==> src/rtl/dacfe_pkg.sv <==
package dacfe_pkg;
   typedef enum logic {
      MODE_INTERLEAVED = 1'b0,
      MODE_DUAL        = 1'b1
   } dac_mode_e;

   localparam int PIN_N   = 4;
   localparam int P_WR0   = 0;
   localparam int P_CLK1  = 1;
   localparam int P_CLK2  = 2;
   localparam int P_WR3   = 3;
   localparam int CHAN_N  = 2;
endpackage

==> src/rtl/dacfe_rise.sv <==
module dacfe_rise #(
   parameter int N = 4
) (
   input  logic         clk,
   input  logic         rst,
   input  logic [N-1:0] pin,
   output logic [N-1:0] rise
);
   for (genvar i = 0; i < N; i++) begin : g_pin
      logic prev_q;
      always_ff @(posedge clk) begin
         if (rst) prev_q <= 1'b0;
         else     prev_q <= pin[i];
      end
      assign rise[i] = pin[i] & ~prev_q;
   end
endmodule

==> src/rtl/dacfe_halver.sv <==
module dacfe_halver (
   input  logic clk,
   input  logic rst,
   input  logic hold,
   input  logic tick,
   output logic fire
);
   logic phase_q;

   assign fire = tick & ~hold & ~phase_q;

   always_ff @(posedge clk) begin
      if (rst || hold) phase_q <= 1'b0;
      else if (tick)   phase_q <= ~phase_q;
   end
endmodule

==> src/rtl/dacfe_chan.sv <==
module dacfe_chan #(
   parameter int DW = 10
) (
   input  logic          clk,
   input  logic          rst,
   input  logic          ld_in,
   input  logic [DW-1:0] din,
   input  logic          ld_dac,
   output logic [DW-1:0] code,
   output logic          upd
);
   logic [DW-1:0] cap_q;
   logic [DW-1:0] out_q;
   logic          upd_q;

   always_ff @(posedge clk) begin
      if (rst) begin
         cap_q <= '0;
         out_q <= '0;
         upd_q <= 1'b0;
      end else begin
         if (ld_in)  cap_q <= din;
         if (ld_dac) out_q <= cap_q;
         upd_q <= ld_dac;
      end
   end

   assign code = out_q;
   assign upd  = upd_q;
endmodule

==> src/rtl/dual_dac_front.sv <==
module dual_dac_front
   import dacfe_pkg::*;
#(
   parameter int DW = 10
) (
   input  logic          clk,
   input  logic          rst,
   input  logic          mode_dual,
   input  logic [DW-1:0] bus_a,
   input  logic [DW-1:0] bus_b,
   input  logic          ctl0_wr,
   input  logic          ctl1_clk,
   input  logic          ctl2_clk_hold,
   input  logic          ctl3_wr_sel,
   output logic [DW-1:0] code_a,
   output logic [DW-1:0] code_b,
   output logic          upd_a,
   output logic          upd_b,
   output logic          proto_err
);
   if (DW < 2) begin : g_bad_width
      $error("dual_dac_front: DW must be at least 2");
   end

   dac_mode_e            mode_e;
   logic [PIN_N-1:0]     pins;
   logic [PIN_N-1:0]     rise;
   logic                 fire;
   logic                 sel_q;
   logic                 err_q;
   logic [CHAN_N-1:0]    ld_in;
   logic [CHAN_N-1:0]    ld_dac;
   logic [CHAN_N-1:0]    upd_w;
   logic [CHAN_N-1:0][DW-1:0] din;
   logic [CHAN_N-1:0][DW-1:0] code_w;

   assign mode_e = dac_mode_e'(mode_dual);
   assign pins   = {ctl3_wr_sel, ctl2_clk_hold, ctl1_clk, ctl0_wr};

   dacfe_rise #(.N(PIN_N)) u_rise (
      .clk  (clk),
      .rst  (rst),
      .pin  (pins),
      .rise (rise)
   );

   dacfe_halver u_half (
      .clk  (clk),
      .rst  (rst),
      .hold (mode_dual | ctl2_clk_hold),
      .tick (rise[P_CLK1]),
      .fire (fire)
   );

   always_comb begin
      if (mode_e == MODE_DUAL) begin
         ld_in[0]  = rise[P_WR0];
         ld_in[1]  = rise[P_WR3];
         din[0]    = bus_a;
         din[1]    = bus_b;
         ld_dac[0] = rise[P_CLK1];
         ld_dac[1] = rise[P_CLK2];
      end else begin
         ld_in[0]  = rise[P_WR0] & ctl3_wr_sel;
         ld_in[1]  = rise[P_WR0] & ~ctl3_wr_sel;
         din[0]    = bus_a;
         din[1]    = bus_a;
         ld_dac[0] = fire;
         ld_dac[1] = fire;
      end
   end

   for (genvar c = 0; c < CHAN_N; c++) begin : g_chan
      dacfe_chan #(.DW(DW)) u_chan (
         .clk    (clk),
         .rst    (rst),
         .ld_in  (ld_in[c]),
         .din    (din[c]),
         .ld_dac (ld_dac[c]),
         .code   (code_w[c]),
         .upd    (upd_w[c])
      );
   end

   always_ff @(posedge clk) begin
      if (rst) begin
         sel_q <= 1'b0;
         err_q <= 1'b0;
      end else begin
         sel_q <= ctl3_wr_sel;
         err_q <= (mode_e == MODE_INTERLEAVED) && (ctl3_wr_sel != sel_q)
                  && (ctl0_wr || ctl1_clk);
      end
   end

   assign code_a    = code_w[0];
   assign code_b    = code_w[1];
   assign upd_a     = upd_w[0];
   assign upd_b     = upd_w[1];
   assign proto_err = err_q;
endmodule

==> config.mk <==
export PLATFORM = sky130hd
export DESIGN_NAME = dual_dac_front
export DESIGN_NICKNAME = d
export VERILOG_FILES = /design/src/rtl/dacfe_pkg.sv /design/src/rtl/dacfe_rise.sv /design/src/rtl/dacfe_halver.sv /design/src/rtl/dacfe_chan.sv /design/src/rtl/dual_dac_front.sv
export SDC_FILE = /design/constraint.sdc
export NUM_CORES = 1
export LEC_CHECK = 0
export BUFFER_PORTS_ARGS = -buffer_cell sky130_fd_sc_hd__buf_2
export CAP_MARGIN = 20
export CORE_MARGIN = 3
export CORE_UTILIZATION = 35
export CTS_BUF_LIST = sky130_fd_sc_hd__clkbuf_4 sky130_fd_sc_hd__clkbuf_8
export CTS_CLUSTER_SIZE = 24
export DETAILED_ROUTE_END_ITERATION = 6
export GPL_ROUTABILITY_DRIVEN = 0
export PLACE_DENSITY = 0.65
export RECOVER_POWER = 100
export SLEW_MARGIN = 20
export SYNTH_ARGS = -nofsm -noshare
export SYNTH_HDL_FRONTEND = slang
export SYNTH_HIERARCHICAL = 1
export SYNTH_SLANG_ARGS = --single-unit
==> constraint.sdc <==
create_clock -name clk -period 2.55 [get_ports clk]
set_input_delay 0.1275 -clock clk [delete_from_list [all_inputs] [get_ports clk]]
set_output_delay 0.1275 -clock clk [all_outputs]
set_load 0.005 [all_outputs]
==> impl_results.md <==
- Hold path startpoint: ctl1_clk
- Remaining global-route overflow: 0
- Clock insertion delay at the later pin of the skew report: roughly 300 ps
- Buffers from clock root to sink, at most: 2
- Slew Viols, Final: 50
- Total power density per cell area: ~640 nW/um^2
- Core region area: roughly 5200 sq um
- Worst Clk Skew: 4.79 ps
- Root cell of the clock tree: sky130_fd_sc_hd__clkbuf_8
- Period utilization: 73.9%
- Length of the first detailed-routing pass in iterations: 4
- Vias per std cell: 4.50
- Initial antenna violation count: 0
- Aggregate routed wire length: 3780 um
- Full die area: about 6500 sq um
- Number of max-cap violations: 1
- Fmax achieved: 530 MHz
- Vias in the first global route: approximately 1300
- Min Tclk post-route: 1890 ps
- Total number of nets in the final design: 250
- WL/cell: 12.8 um
- Yosys warning total: 6
- CTS hold repair buffers: 0
- Multi-input gate area: approximately 860 sq um
- Die Y: 80.4 um
- Post-cts repair resize count: 0
- Overall global routing resource usage: 13.2%
- # diodes: 0
- Area overhead of the layout relative to synthesis: 16.9%
- Share of final-layout standard cells stronger than drive strength 1: 27.7%
- Kind of start point of the critical path: flop
- Clock slew seen by the registers of the worst setup and hold paths: 80 ps
- Post-CTS setup buffers: 0
- Max-Slew Margin vs Limit: -47.6%
- Result of the run: complete, but fails checks
- CP arrival: 1980 ps
- Placed cell areas: 2190 sq um
- Worst path required time: 2640 ps
- Source of the worst register-to-register timing path: u_rise/g_pin[1].prev_q
- Count of vias placed by the detailed router: approximately 1300
- Setup-violating endpoint count in the final report: 0
- Cell variety after synth: 19
- Clock sink total: a little under 50
- I/O Buffers: 49
- Maximum number of pins on one net before global-route repair: 50
- Worst setup path class: reg2reg
- Number of buffers inserted during clock tree synthesis: 5
- Total nets after synthesis: 202
- Leakage power: 0.000967 uW
- Final cell area excluding filler cells: roughly 2300 sq um
- Worst min-delay path class: in2reg
- Failing checks: max-capacitance violations, max-slew violations
- Register-to-Register Path Depth: 6
- Die Span X: 80.4 um
- Share of the core filled with cells in the final layout: a little over two fifths
- Worst reg2reg setup slack: 660 ps
- End of the worst hold path: u_rise/g_pin[1].prev_q
- Initial DRC count: 37
- Endpoint type of the worst setup path: flop
- Clock H-tree levels: 2
- Number of standard cells after synthesis: between 150 and 200
- Synth Cell Area: 1940 sq um
- VDD IR max: 0.334 mV
- Sequential cell area in the final layout: about 980 sq um
- HPWL Detailed: between 2000 and 3000 um
- Slew of the pin with the lowest slew margin: 2210 ps
- Number of synthesized register bits: 49
- Post-route antenna net violation count: 0
- Min-Delay Path Depth: 2
- Seq/Total Area, Yosys: 50.6%
- Final hold violation count: 0
- Destination of the worst register-to-register timing path: g_chan[1].u_chan/code[3]
- Starting Density: between 30% and 40%
- Core Rows: 26
- Mapped Avg Cell Area: 11.1 sq um
- Final total negative setup slack: 0 ps
- Fill count: 519
- Clock tree from TritonCTS: built
- Number of DRC violations after detailed routing: 0
- Global-route wire length before repair: 6420 um
- Setup repair after global routing missed its margin: false
- Power after layout: 1450 uW
- Number of placed I/O pins: 50
- Worst Path Max Fanout: 11
[layer usage]
metal	wire [um]	GRT usage (%)	vias up
met2	1610	18.8	44
met4	72	6.08	0
met5	0	0	-
met1	1800	17.6	597
met3	296	4.71	8
li1	-	-	674
[kinds of logic after synthesis]
family,share of synthesized area [%]
DFF,50.6
buffers and inverters,4.84
AOI/OAI and AO/OA,0.452
xor gates and xnor gates,0.904
and+or+nand+nor,15.9
muxes,27.2
[worst max-delay path by stage]
stage	to	from	cells past startpoint	slack [ps]
after floorplan	g_chan[0].u_chan/code[7]	mode_dual	9	1070
after global placement	g_chan[1].u_chan/code[2]	u_rise/g_pin[1].prev_q	6	860
after detailed placement	g_chan[1].u_chan/code[3]	u_rise/g_pin[1].prev_q	6	760
after CTS	g_chan[1].u_chan/code[3]	u_rise/g_pin[1].prev_q	6	730
after global routing	g_chan[1].u_chan/code[4]	u_rise/g_pin[1].prev_q	6	500
final	g_chan[1].u_chan/code[3]	u_rise/g_pin[1].prev_q	6	660
[layout make-up]
class | instances | share of cell area [%]
multi-input combinational | 116 | 38.0
clock buffer | 8 | 4.03
tap | 70 | 3.87
timing repair buffer | 51 | 10.8
sequential | 49 | 43.3
[cell usage in the layout, fill, tap and decap left out, types with 2 or more instances in the layout]
cell type	instances
sky130_fd_sc_hd__mux2i_1	40
sky130_fd_sc_hd__clkbuf_1	12
sky130_fd_sc_hd__mux2_2	6
sky130_fd_sc_hd__xnor2_1	2
sky130_fd_sc_hd__nor2_1	42
sky130_fd_sc_hd__nor2b_2	3
sky130_fd_sc_hd__mux2_4	4
sky130_fd_sc_hd__buf_4	2
sky130_fd_sc_hd__buf_2	37
sky130_fd_sc_hd__clkbuf_8	5
sky130_fd_sc_hd__nand2_1	4
sky130_fd_sc_hd__clkbuf_4	3
sky130_fd_sc_hd__dfxtp_1	49
sky130_fd_sc_hd__nor2b_1	9
[critical path, cell delays in order (launching register included)]
cell,delay [ps]
sky130_fd_sc_hd__dfxtp_1,310
sky130_fd_sc_hd__nor2b_1,250
sky130_fd_sc_hd__nor3b_1,250
sky130_fd_sc_hd__nand2b_1,100
sky130_fd_sc_hd__nand2_1,450
sky130_fd_sc_hd__mux2i_1,250
sky130_fd_sc_hd__nor2_1,70
[metrics by stage]
stage	setup WS (ps)	hold slack, ps	std cells
5_1_grt	496	75.3	294
3_5_place_dp	759	375	286
4_1_cts	732	59.3	294
2_1_floorplan	1070	197	175
3_3_place_gp	860	373	286
6_report	664	69.8	294
[where the power goes]
| part | switching [uW] | total [uW] | internal [uW] |
|---|---|---|---|
| Clock | 240 | 467 | 227 |
| Combinational | 81.2 | 165 | 83.7 |
| Sequential | 15.3 | 813 | 798 |
| Total | 337 | 1450 | 1110 |
[cells in the mapped netlist]
library cell,number,area (sq um)
sky130_fd_sc_hd__dfxtp_1,49,981
sky130_fd_sc_hd__nor2_1,42,158
sky130_fd_sc_hd__mux2i_1,40,400
sky130_fd_sc_hd__nor2b_1,8,50.1
sky130_fd_sc_hd__mux2_2,6,67.6
sky130_fd_sc_hd__buf_6,5,56.3
sky130_fd_sc_hd__mux2_4,4,60.1
sky130_fd_sc_hd__nand2_1,4,15.0
sky130_fd_sc_hd__nor2b_2,4,35.0
sky130_fd_sc_hd__buf_2,2,10.0
sky130_fd_sc_hd__clkbuf_1,2,7.51
sky130_fd_sc_hd__xnor2_1,2,17.5
sky130_fd_sc_hd__a22o_1,1,8.76
sky130_fd_sc_hd__buf_12,1,20.0
sky130_fd_sc_hd__nand2b_1,1,6.26
sky130_fd_sc_hd__nor3_2,1,10.0
sky130_fd_sc_hd__nor3b_1,1,7.51
sky130_fd_sc_hd__nor4_4,1,21.3
sky130_fd_sc_hd__or2_1,1,6.26
[sequential cells by signal, indices dropped and copies added, names as in the netlist]
name	flops
g_chan.u_chan/cap_q	20
g_chan.u_chan/code	20
g_chan.u_chan/upd	2
proto_err	1
sel_q	1
u_half/phase_q	1
u_rise/g_pin.prev_q	4
Note: power is estimated with default switching activity, not from simulation.
